## config.mk

```make
export PLATFORM = sky130hd
export DESIGN_NAME = keylock_top
export DESIGN_NICKNAME = d
export VERILOG_FILES = /design/src/rtl/keylock_pkg.sv /design/src/rtl/keylock_decoder.sv /design/src/rtl/keylock_datapath.sv /design/src/rtl/keylock_control.sv /design/src/rtl/keylock_top.sv
export SDC_FILE = /design/constraint.sdc
export NUM_CORES = 1
export LEC_CHECK = 0
export BUFFER_PORTS_ARGS = -buffer_cell sky130_fd_sc_hd__buf_2
export CAP_MARGIN = 10
export CORE_AREA = 4 4 41 43
export CTS_BUF_LIST = sky130_fd_sc_hd__clkbuf_8 sky130_fd_sc_hd__clkbuf_16
export CTS_CLUSTER_SIZE = 16
export DETAILED_ROUTE_END_ITERATION = 10
export DIE_AREA = 0 0 45 47
export PLACE_DENSITY = 0.53
export SYNTH_ARGS = -nofsm -noshare
export SYNTH_HDL_FRONTEND = slang
export SYNTH_SLANG_ARGS = --single-unit
export TNS_END_PERCENT = 20
```

## constraint.sdc

```tcl
create_clock -name clk -period 1.73 [get_ports clk]
set_clock_uncertainty 0.1 [all_clocks]
set_input_delay 0.346 -clock clk [delete_from_list [all_inputs] [get_ports clk]]
set_output_delay 0.346 -clock clk [all_outputs]
set_load 0.02 [all_outputs]
```

## src/rtl/keylock_pkg.sv

```systemverilog
package keylock_pkg;
  // Commands from control to the attempt counter
  typedef struct packed {
    logic clearCnt;
    logic bumpCnt;
  } cnt_cmd_t;
endpackage

```

## src/rtl/keylock_decoder.sv

```systemverilog
module keylock_decoder #(
  parameter int DIGIT_W = 3,
  localparam int LINES = 1 << DIGIT_W
) (
  input  logic [DIGIT_W-1:0] digit,
  output logic [LINES-1:0]   lines
);
  for (genvar i = 0; i < LINES; i++) begin : g_line
    assign lines[i] = (digit == DIGIT_W'(i));
  end
endmodule

```

## src/rtl/keylock_datapath.sv

```systemverilog
module keylock_datapath
  import keylock_pkg::*;
#(
  parameter int DIGIT_W = 3,
  localparam int LINES = 1 << DIGIT_W
) (
  input  logic               clk,
  input  logic               rst,
  input  logic [DIGIT_W-1:0] keyVal,
  input  logic [DIGIT_W-1:0] lockVal,
  input  logic [DIGIT_W-1:0] allowance,
  input  cnt_cmd_t           cmd,
  output logic               match,
  output logic               limitHit
);
  logic [LINES-1:0]   keyLines;
  logic [LINES-1:0]   lockLines;
  logic [DIGIT_W-1:0] wrongCnt;
  logic [DIGIT_W-1:0] nextCnt;

  keylock_decoder #(.DIGIT_W(DIGIT_W)) u_keyDec  (.digit(keyVal),  .lines(keyLines));
  keylock_decoder #(.DIGIT_W(DIGIT_W)) u_lockDec (.digit(lockVal), .lines(lockLines));

  assign match = |(keyLines & lockLines);

  // saturating increment, never wraps
  assign nextCnt  = (&wrongCnt) ? wrongCnt : wrongCnt + DIGIT_W'(1);
  assign limitHit = (nextCnt >= allowance);

  always_ff @(posedge clk) begin
    if (rst)               wrongCnt <= '0;
    else if (cmd.clearCnt) wrongCnt <= '0;
    else if (cmd.bumpCnt)  wrongCnt <= nextCnt;
  end
endmodule

```

## src/rtl/keylock_control.sv

```systemverilog
module keylock_control
  import keylock_pkg::*;
(
  input  logic     clk,
  input  logic     rst,
  input  logic     attemptStb,
  input  logic     match,
  input  logic     limitHit,
  output cnt_cmd_t cmd,
  output logic     openOut,
  output logic     lockedOut
);
  logic active;

  assign active       = attemptStb && !lockedOut;
  assign cmd.clearCnt = active && match;
  assign cmd.bumpCnt  = active && !match;
  assign openOut      = match && !lockedOut;

  always_ff @(posedge clk) begin
    if (rst)                                lockedOut <= 1'b0;
    else if (active && !match && limitHit)  lockedOut <= 1'b1;
  end
endmodule

```

## src/rtl/keylock_top.sv

```systemverilog
module keylock_top
  import keylock_pkg::*;
#(
  parameter int DIGIT_W = 3
) (
  input  logic               clk,
  input  logic               rst,
  input  logic               attemptStb,
  input  logic [DIGIT_W-1:0] keyVal,
  input  logic [DIGIT_W-1:0] lockVal,
  input  logic [DIGIT_W-1:0] allowance,
  output logic               openOut,
  output logic               lockedOut
);
  cnt_cmd_t cmd;
  logic     match;
  logic     limitHit;

  keylock_datapath #(.DIGIT_W(DIGIT_W)) u_dp (
    .clk(clk), .rst(rst), .keyVal(keyVal), .lockVal(lockVal),
    .allowance(allowance), .cmd(cmd), .match(match), .limitHit(limitHit)
  );

  keylock_control u_ctl (
    .clk(clk), .rst(rst), .attemptStb(attemptStb), .match(match),
    .limitHit(limitHit), .cmd(cmd), .openOut(openOut), .lockedOut(lockedOut)
  );
endmodule

```

After elaboration in Yosys (flattened, before gate mapping)
Cells that the tools add are included.

Muxes and demuxes: 1. Order comparisons: 1. Add/sub/neg operators: 1. Equality and inequality tests: 14. Reduce and logical (&&, ||, !) cells: 12. Bitwise logic cells: 1.

Operator list (count): equality test 3 bit (second input constant) (8); equality test 3 x 2 -> 1 bit (second input constant) (4); AND 8 bit (1); OR reduction 8 bit (1); equality test 3 x 1 -> 1 bit (second input constant) (2); zero test 3 bit (2); logical AND 1 bit (5); adder 3 x 1 -> 3 bit (second input constant) (1); >= comparator 3 bit (1); 2-to-1 mux 3 bit (1); AND reduction 3 bit (1); zero test 1 bit (2); OR reduction 2 bit (1).

Word-level logic and storage cells: 32. Input port bits: 12. Output and inout port bits: 2. Register bits: 4.

Logic depth before layout (Yosys ltp)
Depth after elaboration: 6. Gate-level depth with buffers: 8. Depth with buffers taken out: 8.

By module
A second synthesis with hierarchy kept.

Cells, all modules: 53. Area, all modules: 456.7 µm².

By module, submodules not included: keylock_datapath (times used 1, cells an instance 30, sequential area each 60.1 µm², area an instance 269.0 µm²); keylock_decoder (times used 2, cells an instance 8, sequential area each 0.0 µm², area an instance 65.1 µm²); keylock_control (times used 1, cells an instance 7, sequential area each 20.0 µm², area an instance 57.6 µm²).

Least setup slack after synthesis
Ideal clock, no wire load.

Path kind: register to register. Start: reg u_dp.wrongCnt[0]. End: reg u_ctl.lockedOut. Slack: 38 ps. Library setup time: 132 ps. Stages on the path, launching flop included: 9. Data arrival time: 1460 ps. Required time: 1498 ps. Buffers on the path: 0. Clock period less this slack: 1692 ps. Cells stage by stage: dfxtp_1 > ha_1 > nand2_1 > mux2i_1 > inv_1 > ha_1 > a21o_1 > a31oi_1 > o32ai_1.

Word-level cells in the longest chain between the ends: 4. Elaborated cells between the ends (all ways): 5. Those cells by class: add/sub: 1; order compare: 1; mux: 1; reduce/logical: 2.

RTL lines: start, declared (RTL line keylock_datapath.sv:18) `logic [DIGIT_W-1:0] wrongCnt;`; start signal, assigned (RTL line keylock_datapath.sv:33) `else if (cmd.bumpCnt) wrongCnt <= nextCnt;`; adder 3 x 1 -> 3 bit or AND reduction 3 bit (tied branches) (RTL line keylock_datapath.sv:27) `assign nextCnt = (&wrongCnt) ? wrongCnt : wrongCnt + DIGIT_W'(1);`; 2-to-1 mux 3 bit * (RTL line keylock_datapath.sv:27); via u_dp.nextCnt[1] (RTL line keylock_datapath.sv:19) `logic [DIGIT_W-1:0] nextCnt;`; >= comparator 3 bit * (RTL line keylock_datapath.sv:28) `assign limitHit = (nextCnt >= allowance);`; logical AND 1 bit * (RTL line keylock_control.sv:22) `else if (active && !match && limitHit) lockedOut <= 1'b1;`; end signal, assigned (RTL line keylock_control.sv:21) `if (rst) lockedOut <= 1'b0;`; end signal, assigned (RTL line keylock_control.sv:22); end, declared (RTL line keylock_control.sv:11) `output logic lockedOut`.

Mark *: on every way through the listed nets, which the timed path passes. The rest lies on a longest branch. A chain may end at the register's enable or synchronous reset.

Final worst setup path
Start: reg u_dp.wrongCnt[1]. End: reg u_ctl.lockedOut.

Same word-level chain as after synthesis.

==> reports/metrics.yaml <==
finish:
  drive_gt1_share_pct: 60.0
  fill_cells: 142
  final_nets: 73
  syn_to_final_growth_pct: 71.4
  diodes: 0
detailed_routing:
  drtIter0Drc: 2
  drt-pass1-iter-count: 2
  ant_nets: 0
  drt-total-wl_um: 793
  wl_per_cell_um: 11.3
  drc_errors: 0
  vias_per_cell: 4.59
  num_vias: 321
min_path:
  hp-class: "primary input to flip-flop"
  min_path_cells: 2
  min_delay_worst_endpoint: "u_dp.wrongCnt[2]"
  hp-start: "rst"
synth:
  ys_warn_count: 0
  yosysTopAreaCell: "dfxtp_1"
  netlist_area_um2: 324
  synthCells: 34
  synth-seq-cells: 4
  synth.avg_cell_area_um2: 9.53
  synth.area.top_cells: "dfxtp_1 (25%), ha_1 (15%), o41ai_2 (10%), xor2_1 (8.1%), nand2b_1 (5.8%)"
  yosysSeqAreaShare_pct: 24.7
  netlist.area_leader.share_pct: 24.7
  synth_cell_type_count: 19
  synth_fp_nets: 50
clock_network:
  clkLatencyLatePin_ns: 0.21
  cts.sinks: 4
  clk_pin_slew_worst_paths_ns: 0.03
  cts.htree.levels: 1
  ctsRootBufferMaster: "clkbuf_8"
  cts_hold_buf: 0
  cts_buffers: 3
  clock_path_buffers: 2
  cts_tree: "done"
setup_path:
  timing.rr.end: "u_ctl.lockedOut"
  r2r_setup_slack_ns: 0.08
  reg2reg_from: "u_dp.wrongCnt[1]"
  critical_path.max_fanout: 3
  required_ns: 1.72
  critical_path_arrival_ns: 1.63
  cp-end-kind: "flip-flop"
  rr_worst_depth: 8
  path_class: "flip-flop to flip-flop"
  worst_setup_path_start_kind: "flip-flop"
sta:
  grt_setup_unrepaired: "yes"
  setup_viol: 0
  hold_viol_final: 0
  fin_crit_sh_pct: 95.2
  tns_ns: 0
  tightest_slew_ns: 0.336
  fin_ws_ns: 0.0828
  finalCriticalPeriod_ns: 1.65
  relSlewSlack_pct: 77.5
  final_max_slew_viol_count: 0
  clock.fmax_mhz: 607
pwr:
  power_density_nw_per_um2: 820
  p_leak_nw: 0.280
  ir_worst_vdd_v: 0.000569
floorplanning:
  die_x_um: 45
  boundaryPins: 14
  design.die.area_um2: 2120
  core_area_um2: 1300
  num_rows: 13
  initial_utilization_pct: 24.9
  die_h_um: 47
global_route:
  grt.total_usage_pct: 8.29
  antenna_found_initial: 0
  grt_pass1_wl_um: 1240
  grt_max_degree: 8
  globalRouteOverflowTotal: 0
  grt_pass1_vias: 310
placement:
  place_ws_ns: -0.0378
  place_congestion: 0.690
  numPortBuffers: 13
  place_hpwl_um: 567
flow_run:
  maxCapViolCount: 0
run_status:
  status: "completed"
[synth_stat cells]
cell,instances
xor2_1,3
nor2b_1,1
o41ai_2,2
xnor2_1,1
a211oi_1,1
a21o_1,1
inv_1,4
mux2i_1,1
nand3b_1,2
nand2b_1,3
nand2_1,1
o32ai_1,1
nor3_2,1
a31oi_1,1
dfxtp_1,4
nor4_1,1
or2_2,1
a21oi_1,1
ha_1,4
[cells in the final DEF, fill, tap and decap left out, types with 2 or more instances in the layout]
cell type  synthesis  layout
inv_1              4       3
dfxtp_1            4       3
nand3b_1           2       2
o41ai_2            2       2
xor2_1             3       3
ha_4               0       3
nand2b_1           3       3
clkbuf_8           0       3
buf_4              0       5
buf_2              0      13
[routing by layer]
metal	GRT usage [%]	part of all wire, %	wire, µm
met1	8.86	39	310
met2	13.6	55	440
met3	4.60	5.4	43
met4	3.51	0	0
met5	0	0	0
[cell families after synthesis]
| kind of cell | after synthesis | share of synthesized area (%) |
|---|---|---|
| AO/OA/AOI/OAI | 7 | 20.9 |
| XOR/XNOR | 4 | 10.8 |
| adder cells (fa/ha/maj) | 4 | 15.4 |
| buffers and inverters | 4 | 4.63 |
| flip-flops | 4 | 24.7 |
| multiplexers | 1 | 3.09 |
| AND/OR/NAND/NOR | 10 | 20.5 |
[critical path, cell delays in order (launching register included)]
cell	delay [ns]
dfxtp_4	0.34
ha_4	0.16
nand2_4	0.08
mux2i_4	0.24
inv_2	0.07
ha_4	0.15
a21o_1	0.14
a31oi_1	0.14
o32ai_1	0.09
[sequential cells by signal (all words and copies together) (netlist names)]
| name | cells |
|---|---|
| u_dp.wrongCnt | 3 |
| u_ctl.lockedOut | 1 |
[per-stage QoR]
| step | hold slack, ns | total power (W) | utilization, % | area [µm²] | instances |
|---|---|---|---|---|---|
| after floorplan | 0.319 | 0.000176 | - | 324 | 34 |
| after global placement | 0.396 | 0.000228 | 33.7 | 438 | 66 |
| after detailed placement | 0.411 | 0.000228 | 33.7 | 438 | 66 |
| after CTS | 0.297 | 0.000429 | 38.2 | 497 | 69 |
| after global routing | 0.313 | 0.000489 | 42.7 | 556 | 70 |
| final | 0.300 | 0.000456 | 42.7 | 556 | 70 |
[how the worst max path moves through the flow]
stage                                start         endpoint  slack, ns  cells past startpoint
after floorplan           u_dp.wrongCnt[0]  u_ctl.lockedOut       0.04                      8
after global placement    u_dp.wrongCnt[0]  u_ctl.lockedOut      -0.07                      8
after detailed placement  u_dp.wrongCnt[0]  u_ctl.lockedOut      -0.04                      8
after CTS                 u_dp.wrongCnt[0]  u_ctl.lockedOut       0.02                      8
after global routing      u_dp.wrongCnt[1]  u_ctl.lockedOut      -0.03                      8
final                     u_dp.wrongCnt[1]  u_ctl.lockedOut       0.08                      8
[area by class of cell]
| class | count | area [µm²] | area share (%) |
|---|---|---|---|
| clock buffer | 3 | 41.3 | 7.43 |
| inverter | 4 | 15.0 | 2.70 |
| tap | 15 | 18.8 | 3.38 |
| multi-input combinational | 26 | 294 | 52.9 |
| sequential | 4 | 83.8 | 15.1 |
| timing repair buffer | 18 | 103 | 18.5 |
[timing repair]
item / 4_1_cts / 5_1_grt
gates resized for setup: 3 / 10
setup buffers: 0 / 1
endpoints found under the setup margin: 1 / 1
pin swaps: 0 / 4
[power breakdown]
group | switching (W) | total [W] | internal [W]
Sequential | 0.00000985 | 0.000112 | 0.000102
Combinational | 0.0000688 | 0.000150 | 0.0000811
Clock | 0.0000455 | 0.000194 | 0.000148
Total | 0.000124 | 0.000456 | 0.000332
(Power assumes the default switching activity.)
